==> src/rtl/nand_seq_writer_pkg.sv <==
package nand_seq_writer_pkg;

    // Operation codes presented on the flash operation port
    typedef enum logic [1:0] {
        OP_NONE       = 2'd0,
        OP_PROG_CACHE = 2'd1,
        OP_PROG_LAST  = 2'd2,
        OP_STATUS     = 2'd3
    } flash_op_e;

    typedef enum logic [2:0] {
        ST_NEED_BLK,
        ST_ACCEPT,
        ST_PROG,
        ST_POLL,
        ST_WAIT
    } wr_state_e;

    // Status byte bit positions
    localparam int STAT_FAIL_BIT  = 0;
    localparam int STAT_ARRAY_BIT = 5;
    localparam int STAT_CACHE_BIT = 6;

    typedef struct packed {
        logic ready;
        logic fail;
    } stat_eval_t;

    // Confirm code for a page given whether it is the top page
    function automatic flash_op_e confirm_for(input logic top_page);
        return top_page ? OP_PROG_LAST : OP_PROG_CACHE;
    endfunction

endpackage

==> src/rtl/nsw_page_tracker.sv <==
module nsw_page_tracker #(
    parameter  int PAGES   = 64,
    parameter  int NOP_MAX = 4,
    localparam int PAGE_W  = $clog2(PAGES),
    localparam int CNT_W   = $clog2(NOP_MAX + 1)
) (
    input  logic              clk,
    input  logic              rst,
    input  logic              load,
    input  logic              try_valid,
    input  logic [PAGE_W-1:0] try_page,
    output logic              accept,
    output logic              try_last
);

    localparam logic [PAGE_W-1:0] TOP_PAGE = PAGE_W'(PAGES - 1);

    logic [PAGE_W-1:0] nxt_q;
    logic [CNT_W-1:0]  nop_q;
    logic [PAGE_W-1:0] prev_pg;
    logic [PAGE_W-1:0] after_pg;
    logic              ok_new;
    logic              ok_part;

    always_comb begin
        prev_pg  = (nxt_q == '0) ? TOP_PAGE : nxt_q - 1'b1;
        after_pg = (try_page == TOP_PAGE) ? '0 : try_page + 1'b1;
        ok_new   = (try_page == nxt_q);
        ok_part  = (nop_q != '0) && (nop_q < CNT_W'(NOP_MAX)) && (try_page == prev_pg);
        accept   = try_valid && (ok_new || ok_part);
        try_last = (try_page == TOP_PAGE);
    end

    always_ff @(posedge clk) begin
        if (rst || load) begin
            nxt_q <= '0;
            nop_q <= '0;
        end else if (accept) begin
            if (ok_new) begin
                nxt_q <= after_pg;
                nop_q <= CNT_W'(1);
            end else begin
                nop_q <= nop_q + 1'b1;
            end
        end
    end

endmodule

==> src/rtl/nsw_status_eval.sv <==
module nsw_status_eval
    import nand_seq_writer_pkg::*;
#(
    parameter int STAT_W = 8
) (
    input  logic [STAT_W-1:0] status,
    input  logic              top_page,
    output stat_eval_t        result
);

    always_comb begin
        result.ready = top_page ? status[STAT_ARRAY_BIT] : status[STAT_CACHE_BIT];
        result.fail  = status[STAT_FAIL_BIT];
    end

endmodule

==> src/rtl/nand_seq_writer.sv <==
module nand_seq_writer
    import nand_seq_writer_pkg::*;
#(
    parameter  int PAGES   = 64,
    parameter  int BLOCKS  = 2048,
    parameter  int NOP_MAX = 4,
    parameter  int STAT_W  = 8,
    localparam int PAGE_W  = $clog2(PAGES),
    localparam int BLK_W   = $clog2(BLOCKS),
    localparam int ROW_W   = BLK_W + PAGE_W
) (
    input  logic              clk,
    input  logic              rst,
    input  logic              tgt_valid,
    input  logic [BLK_W-1:0]  tgt_block,
    input  logic              wr_valid,
    input  logic [PAGE_W-1:0] wr_page,
    output logic              wr_ready,
    output logic              wr_refused,
    output logic              fl_req,
    output logic [1:0]        fl_op,
    output logic [ROW_W-1:0]  fl_row,
    input  logic              fl_gnt,
    input  logic              fl_rsp_valid,
    input  logic [STAT_W-1:0] fl_status,
    output logic              bad_valid,
    output logic [BLK_W-1:0]  bad_block,
    output logic              done_valid,
    output logic [BLK_W-1:0]  done_block
);

    wr_state_e         state_q;
    logic [BLK_W-1:0]  blk_q;
    logic [PAGE_W-1:0] pg_q;
    logic              top_q;
    logic              acc;
    logic              try_top;
    stat_eval_t        st_res;
    flash_op_e         op_cur;

    nsw_page_tracker #(
        .PAGES   (PAGES),
        .NOP_MAX (NOP_MAX)
    ) u_trk (
        .clk       (clk),
        .rst       (rst),
        .load      ((state_q == ST_NEED_BLK) && tgt_valid),
        .try_valid ((state_q == ST_ACCEPT) && wr_valid),
        .try_page  (wr_page),
        .accept    (acc),
        .try_last  (try_top)
    );

    nsw_status_eval #(
        .STAT_W (STAT_W)
    ) u_st (
        .status   (fl_status),
        .top_page (top_q),
        .result   (st_res)
    );

    always_ff @(posedge clk) begin
        if (rst) begin
            state_q    <= ST_NEED_BLK;
            blk_q      <= '0;
            pg_q       <= '0;
            top_q      <= 1'b0;
            wr_refused <= 1'b0;
            bad_valid  <= 1'b0;
            bad_block  <= '0;
            done_valid <= 1'b0;
            done_block <= '0;
        end else begin
            wr_refused <= 1'b0;
            bad_valid  <= 1'b0;
            done_valid <= 1'b0;
            unique case (state_q)
                ST_NEED_BLK: begin
                    if (tgt_valid) begin
                        blk_q   <= tgt_block;
                        state_q <= ST_ACCEPT;
                    end
                end
                ST_ACCEPT: begin
                    if (wr_valid) begin
                        if (acc) begin
                            pg_q    <= wr_page;
                            top_q   <= try_top;
                            state_q <= ST_PROG;
                        end else begin
                            wr_refused <= 1'b1;
                        end
                    end
                end
                ST_PROG: begin
                    if (fl_gnt) state_q <= ST_POLL;
                end
                ST_POLL: begin
                    if (fl_gnt) state_q <= ST_WAIT;
                end
                ST_WAIT: begin
                    if (fl_rsp_valid) begin
                        if (!st_res.ready) begin
                            state_q <= ST_POLL;
                        end else if (st_res.fail) begin
                            bad_valid <= 1'b1;
                            bad_block <= blk_q;
                            state_q   <= ST_NEED_BLK;
                        end else if (top_q) begin
                            done_valid <= 1'b1;
                            done_block <= blk_q;
                            state_q    <= ST_NEED_BLK;
                        end else begin
                            state_q <= ST_ACCEPT;
                        end
                    end
                end
                default: state_q <= ST_NEED_BLK;
            endcase
        end
    end

    always_comb begin
        unique case (state_q)
            ST_PROG: op_cur = confirm_for(top_q);
            ST_POLL: op_cur = OP_STATUS;
            default: op_cur = OP_NONE;
        endcase
        wr_ready = (state_q == ST_ACCEPT);
        fl_req   = (state_q == ST_PROG) || (state_q == ST_POLL);
        fl_op    = op_cur;
        fl_row   = {blk_q, pg_q};
    end

endmodule

==> config.mk <==
export PLATFORM = sky130hd
export DESIGN_NAME = nand_seq_writer
export DESIGN_NICKNAME = d
export VERILOG_FILES = /design/src/rtl/nand_seq_writer_pkg.sv /design/src/rtl/nsw_page_tracker.sv /design/src/rtl/nsw_status_eval.sv /design/src/rtl/nand_seq_writer.sv
export SDC_FILE = /design/constraint.sdc
export NUM_CORES = 1
export LEC_CHECK = 0
export BUFFER_PORTS_ARGS = -buffer_cell sky130_fd_sc_hd__buf_4
export CORE_MARGIN = 2
export CORE_UTILIZATION = 55
export CTS_BUF_LIST = sky130_fd_sc_hd__clkbuf_8
export CTS_CLUSTER_SIZE = 8
export DETAILED_ROUTE_END_ITERATION = 8
export MAX_ROUTING_LAYER = met4
export PLACE_DENSITY = 0.84
export SYNTH_ARGS = -nofsm -noshare
export SYNTH_HDL_FRONTEND = slang
export SYNTH_SLANG_ARGS = --single-unit
==> constraint.sdc <==
create_clock -name clk -period 4.5 [get_ports clk]
set_input_delay 0.45 -clock clk [delete_from_list [all_inputs] [get_ports clk]]
set_output_delay 0.45 -clock clk [all_outputs]
set_load 0.02 [all_outputs]
==> results_dict.tcl <==
set metrics [dict create \
    cts_resized 0 \
    reg2reg_setup_slack_ps 2170 \
    worst_slew_pin_slew_ps 1200 \
    cts_root_buffer "clkbuf_8" \
    crit_chain "inv_1, ha_1, xnor2_1, nor4_1, nand4b_1, nor4_4, a21oi_4, a211oi_2" \
    wl_per_cell_um 14.0 \
    drc 0 \
    dieArea_sq_um 5510 \
    dominantRegCellSynth "dfxtp_1" \
    power_density_nw_per_um2 347 \
    diodes 0 \
    dr.pass1.iters 4 \
    multi_input_area_sq_um 1450 \
    endpoint_kind "register" \
    status "finished, final reports clean" \
    syn_area_sq_um 2710 \
    ys_top_cells_by_area "dfxtp_1, mux2i_1, nor2_1" \
    min_to "done_valid" \
    dpl.cell_count 422 \
    finalCritPeriodShare 0.518 \
    syn_inst 305 \
    gr-total-overflow 0 \
    tns_ps 0 \
    grt_max_degree 55 \
    pwr-share-comb 0.260 \
    internal_power_w 0.000767 \
    dp_hpwl_um 4290 \
    syn-num-nets 340 \
    drv_cap 0 \
    fill_cells 385 \
    setup_viol_count_final 0 \
    holdCritPathClass "in -> reg" \
    finalNonFillerCells 430 \
    rsz0062_at_grt "false" \
    cts_tree "built" \
    yosysMostFrequentCell "dfxtp_1" \
    hp-start "fl_status[0]" \
    timing.fmax_mhz 429 \
    path_buf_inv 1 \
    clock-sinks 55 \
    yosys_warnings 0 \
    synthArstFlopShare 0 \
    dieWidth_um 74.2 \
    worstPathMaxFanout 8 \
    ys_ff_latch 55 \
    min_path_cells 2 \
    grt_pass1_wl_um 9590 \
    hold_buffers 0 \
    numCtsBuffers 5 \
    rows 25 \
    drt_iter0_drc 114 \
    h-tree-depth 2 \
    nNetsFinal 397 \
    cp_slowest_cell "dfxtp_1" \
    core_sq_um 4750 \
    yosysTopAreaCell "dfxtp_1" \
    clk_latency_ps 300 \
    avgSynthCellArea_sq_um 8.89 \
    critPathRequiredTime_ps 4740 \
    p_sw_w 0.000378 \
    drive_gt1_frac 0.267 \
    ys_types 49 \
    fin_crit_ps 2330 \
    crit_path_max_incr_delay_ps 470 \
    grt_usage 0.228 \
    syn2layout_area_growth_pct 21.7 \
    synth_top_area_frac 0.406 \
    critPathTopFamily "simple AND/OR/NAND/NOR gates" \
    swShare 0.330 \
    clkPwrFrac 0.256 \
    slew_viol_final 0 \
    vias 2310 \
    ys_top_cells_by_count "dfxtp_1, nor2_1, mux2i_1" \
    die_h_um 74.2 \
    postCtsSetupBuffers 0 \
    first_global_vias 2087 \
    synth-edff-count 0 \
    finalClockSkew_ps 2.27 \
    final_util 0.694 \
    reg2reg_to "state_q[1]" \
    place.gp.congestion 0.878 \
    ant_nets 0 \
    worstPathArrival_ps 2570 \
    drt-total-wl_um 6030 \
    path_clk_slew_ps 100 \
    finalHoldViolCount 0 \
    ir_drop_v 0.000187 \
    ys_seq_area_frac 0.406 \
    via_per_inst 5.37 \
    clockBufferDepth 2 \
    register_area_sq_um 1100 \
    reg2reg_from "u_trk.nxt_q[0]" \
    r2r_cells 8 \
    ios 77 \
    start_util 0.571 \
    max-slew-margin-rel 0.194 \
    seqPwrFrac 0.484 \
    antenna_found_initial 0 \
    io_buffers 71 \
    p_leak_nw 1.51 \
    critical_path_class "reg -> reg" \
    worstSetupStartpointType "register" \
]
-- layout make-up --
cell class,count,share of cell area
Clock buffer,6,0.0250
Clock inverter,2,0.00493
Inverter,8,0.00909
Multi-Input combinational cell,220,0.438
Sequential cell,55,0.333
Tap cell,67,0.0254
Timing Repair Buffer,72,0.164
-- stage by stage --
| step | setup slack, ps | total power [W] | hold slack [ps] | cell area [sq um] |
|---|---|---|---|---|
| CTS | 2160 | 0.00115 | 324 | 3300 |
| global route | 1930 | 0.00120 | 317 | 3300 |
| finish | 2170 | 0.00115 | 331 | 3300 |
| detailed placement | 2180 | 0.000861 | 475 | 3200 |
| global placement | 2220 | 0.000855 | 463 | 3200 |
| floorplan | 2490 | 0.000763 | 486 | 2710 |
-- metal layers --
layer	global-route usage	up-vias	wire length [um]
li1	-	1142	-
met1	0.284	1079	2670
met2	0.378	78	2900
met3	0.0501	11	378
met4	0.0556	0	89
met5	-	-	0
-- layout by cell type (no fill, tap or decap), drive strengths merged, types with 2 or more instances in the layout --
cell    Yosys  routed
buf        10      72
dfxtp      55      55
nor2       46      46
mux2i      35      35
nand2      32      32
a21oi      17      17
nand2b     16      16
inv         8       8
o21ai       8       8
xor2        7       7
xnor2       6       6
clkbuf     11       6
nor3        6       6
nand3       4       4
nand3b      4       4
ha          4       4
nor4        4       4
and3        4       4
a211oi      3       3
nand4b      2       2
or2         2       2
o22ai       2       2
a31oi       2       2
-- flip-flops by register name, indices dropped and copies added (netlist names), 3 cells and up --
signal / cells
state_q: 3
pg_q: 6
blk_q: 11
done_block: 11
u_trk.nop_q: 3
u_trk.nxt_q: 6
bad_block: 11
-- how the worst max path moves through the flow --
stage          cells after the start             end      startpoint
4_1_cts                            8      state_q[1]  u_trk.nxt_q[0]
2_1_floorplan                      7  u_trk.nop_q[0]      state_q[2]
5_1_grt                            8      state_q[1]  u_trk.nxt_q[0]
3_5_place_dp                       6      state_q[1]      wr_page[4]
3_3_place_gp                       8      state_q[1]  u_trk.nxt_q[0]
6_report                           8      state_q[1]  u_trk.nxt_q[0]
-- logic make-up after synthesis --
group | Yosys count | synth area share
XOR/XNOR | 13 | 0.0420
AO/OA/AOI/OAI | 41 | 0.0996
buffers and inverters | 30 | 0.0646
multiplexers | 36 | 0.133
adder cells (fa/ha/maj) | 4 | 0.0185
flip-flops | 55 | 0.406
AND/OR/NAND/NOR | 126 | 0.236
-- power by group through the flow --
stage	sequential [W]	clock, W	combinational (W)
after floorplan	0.000567	0	0.000196
after global placement	0.000564	0	0.000291
after detailed placement	0.000566	0	0.000296
after CTS	0.000554	0.000298	0.000298
after global routing	0.000562	0.000316	0.000326
final	0.000555	0.000293	0.000297
No activity file was read; power rests on OpenSTA's default activity.
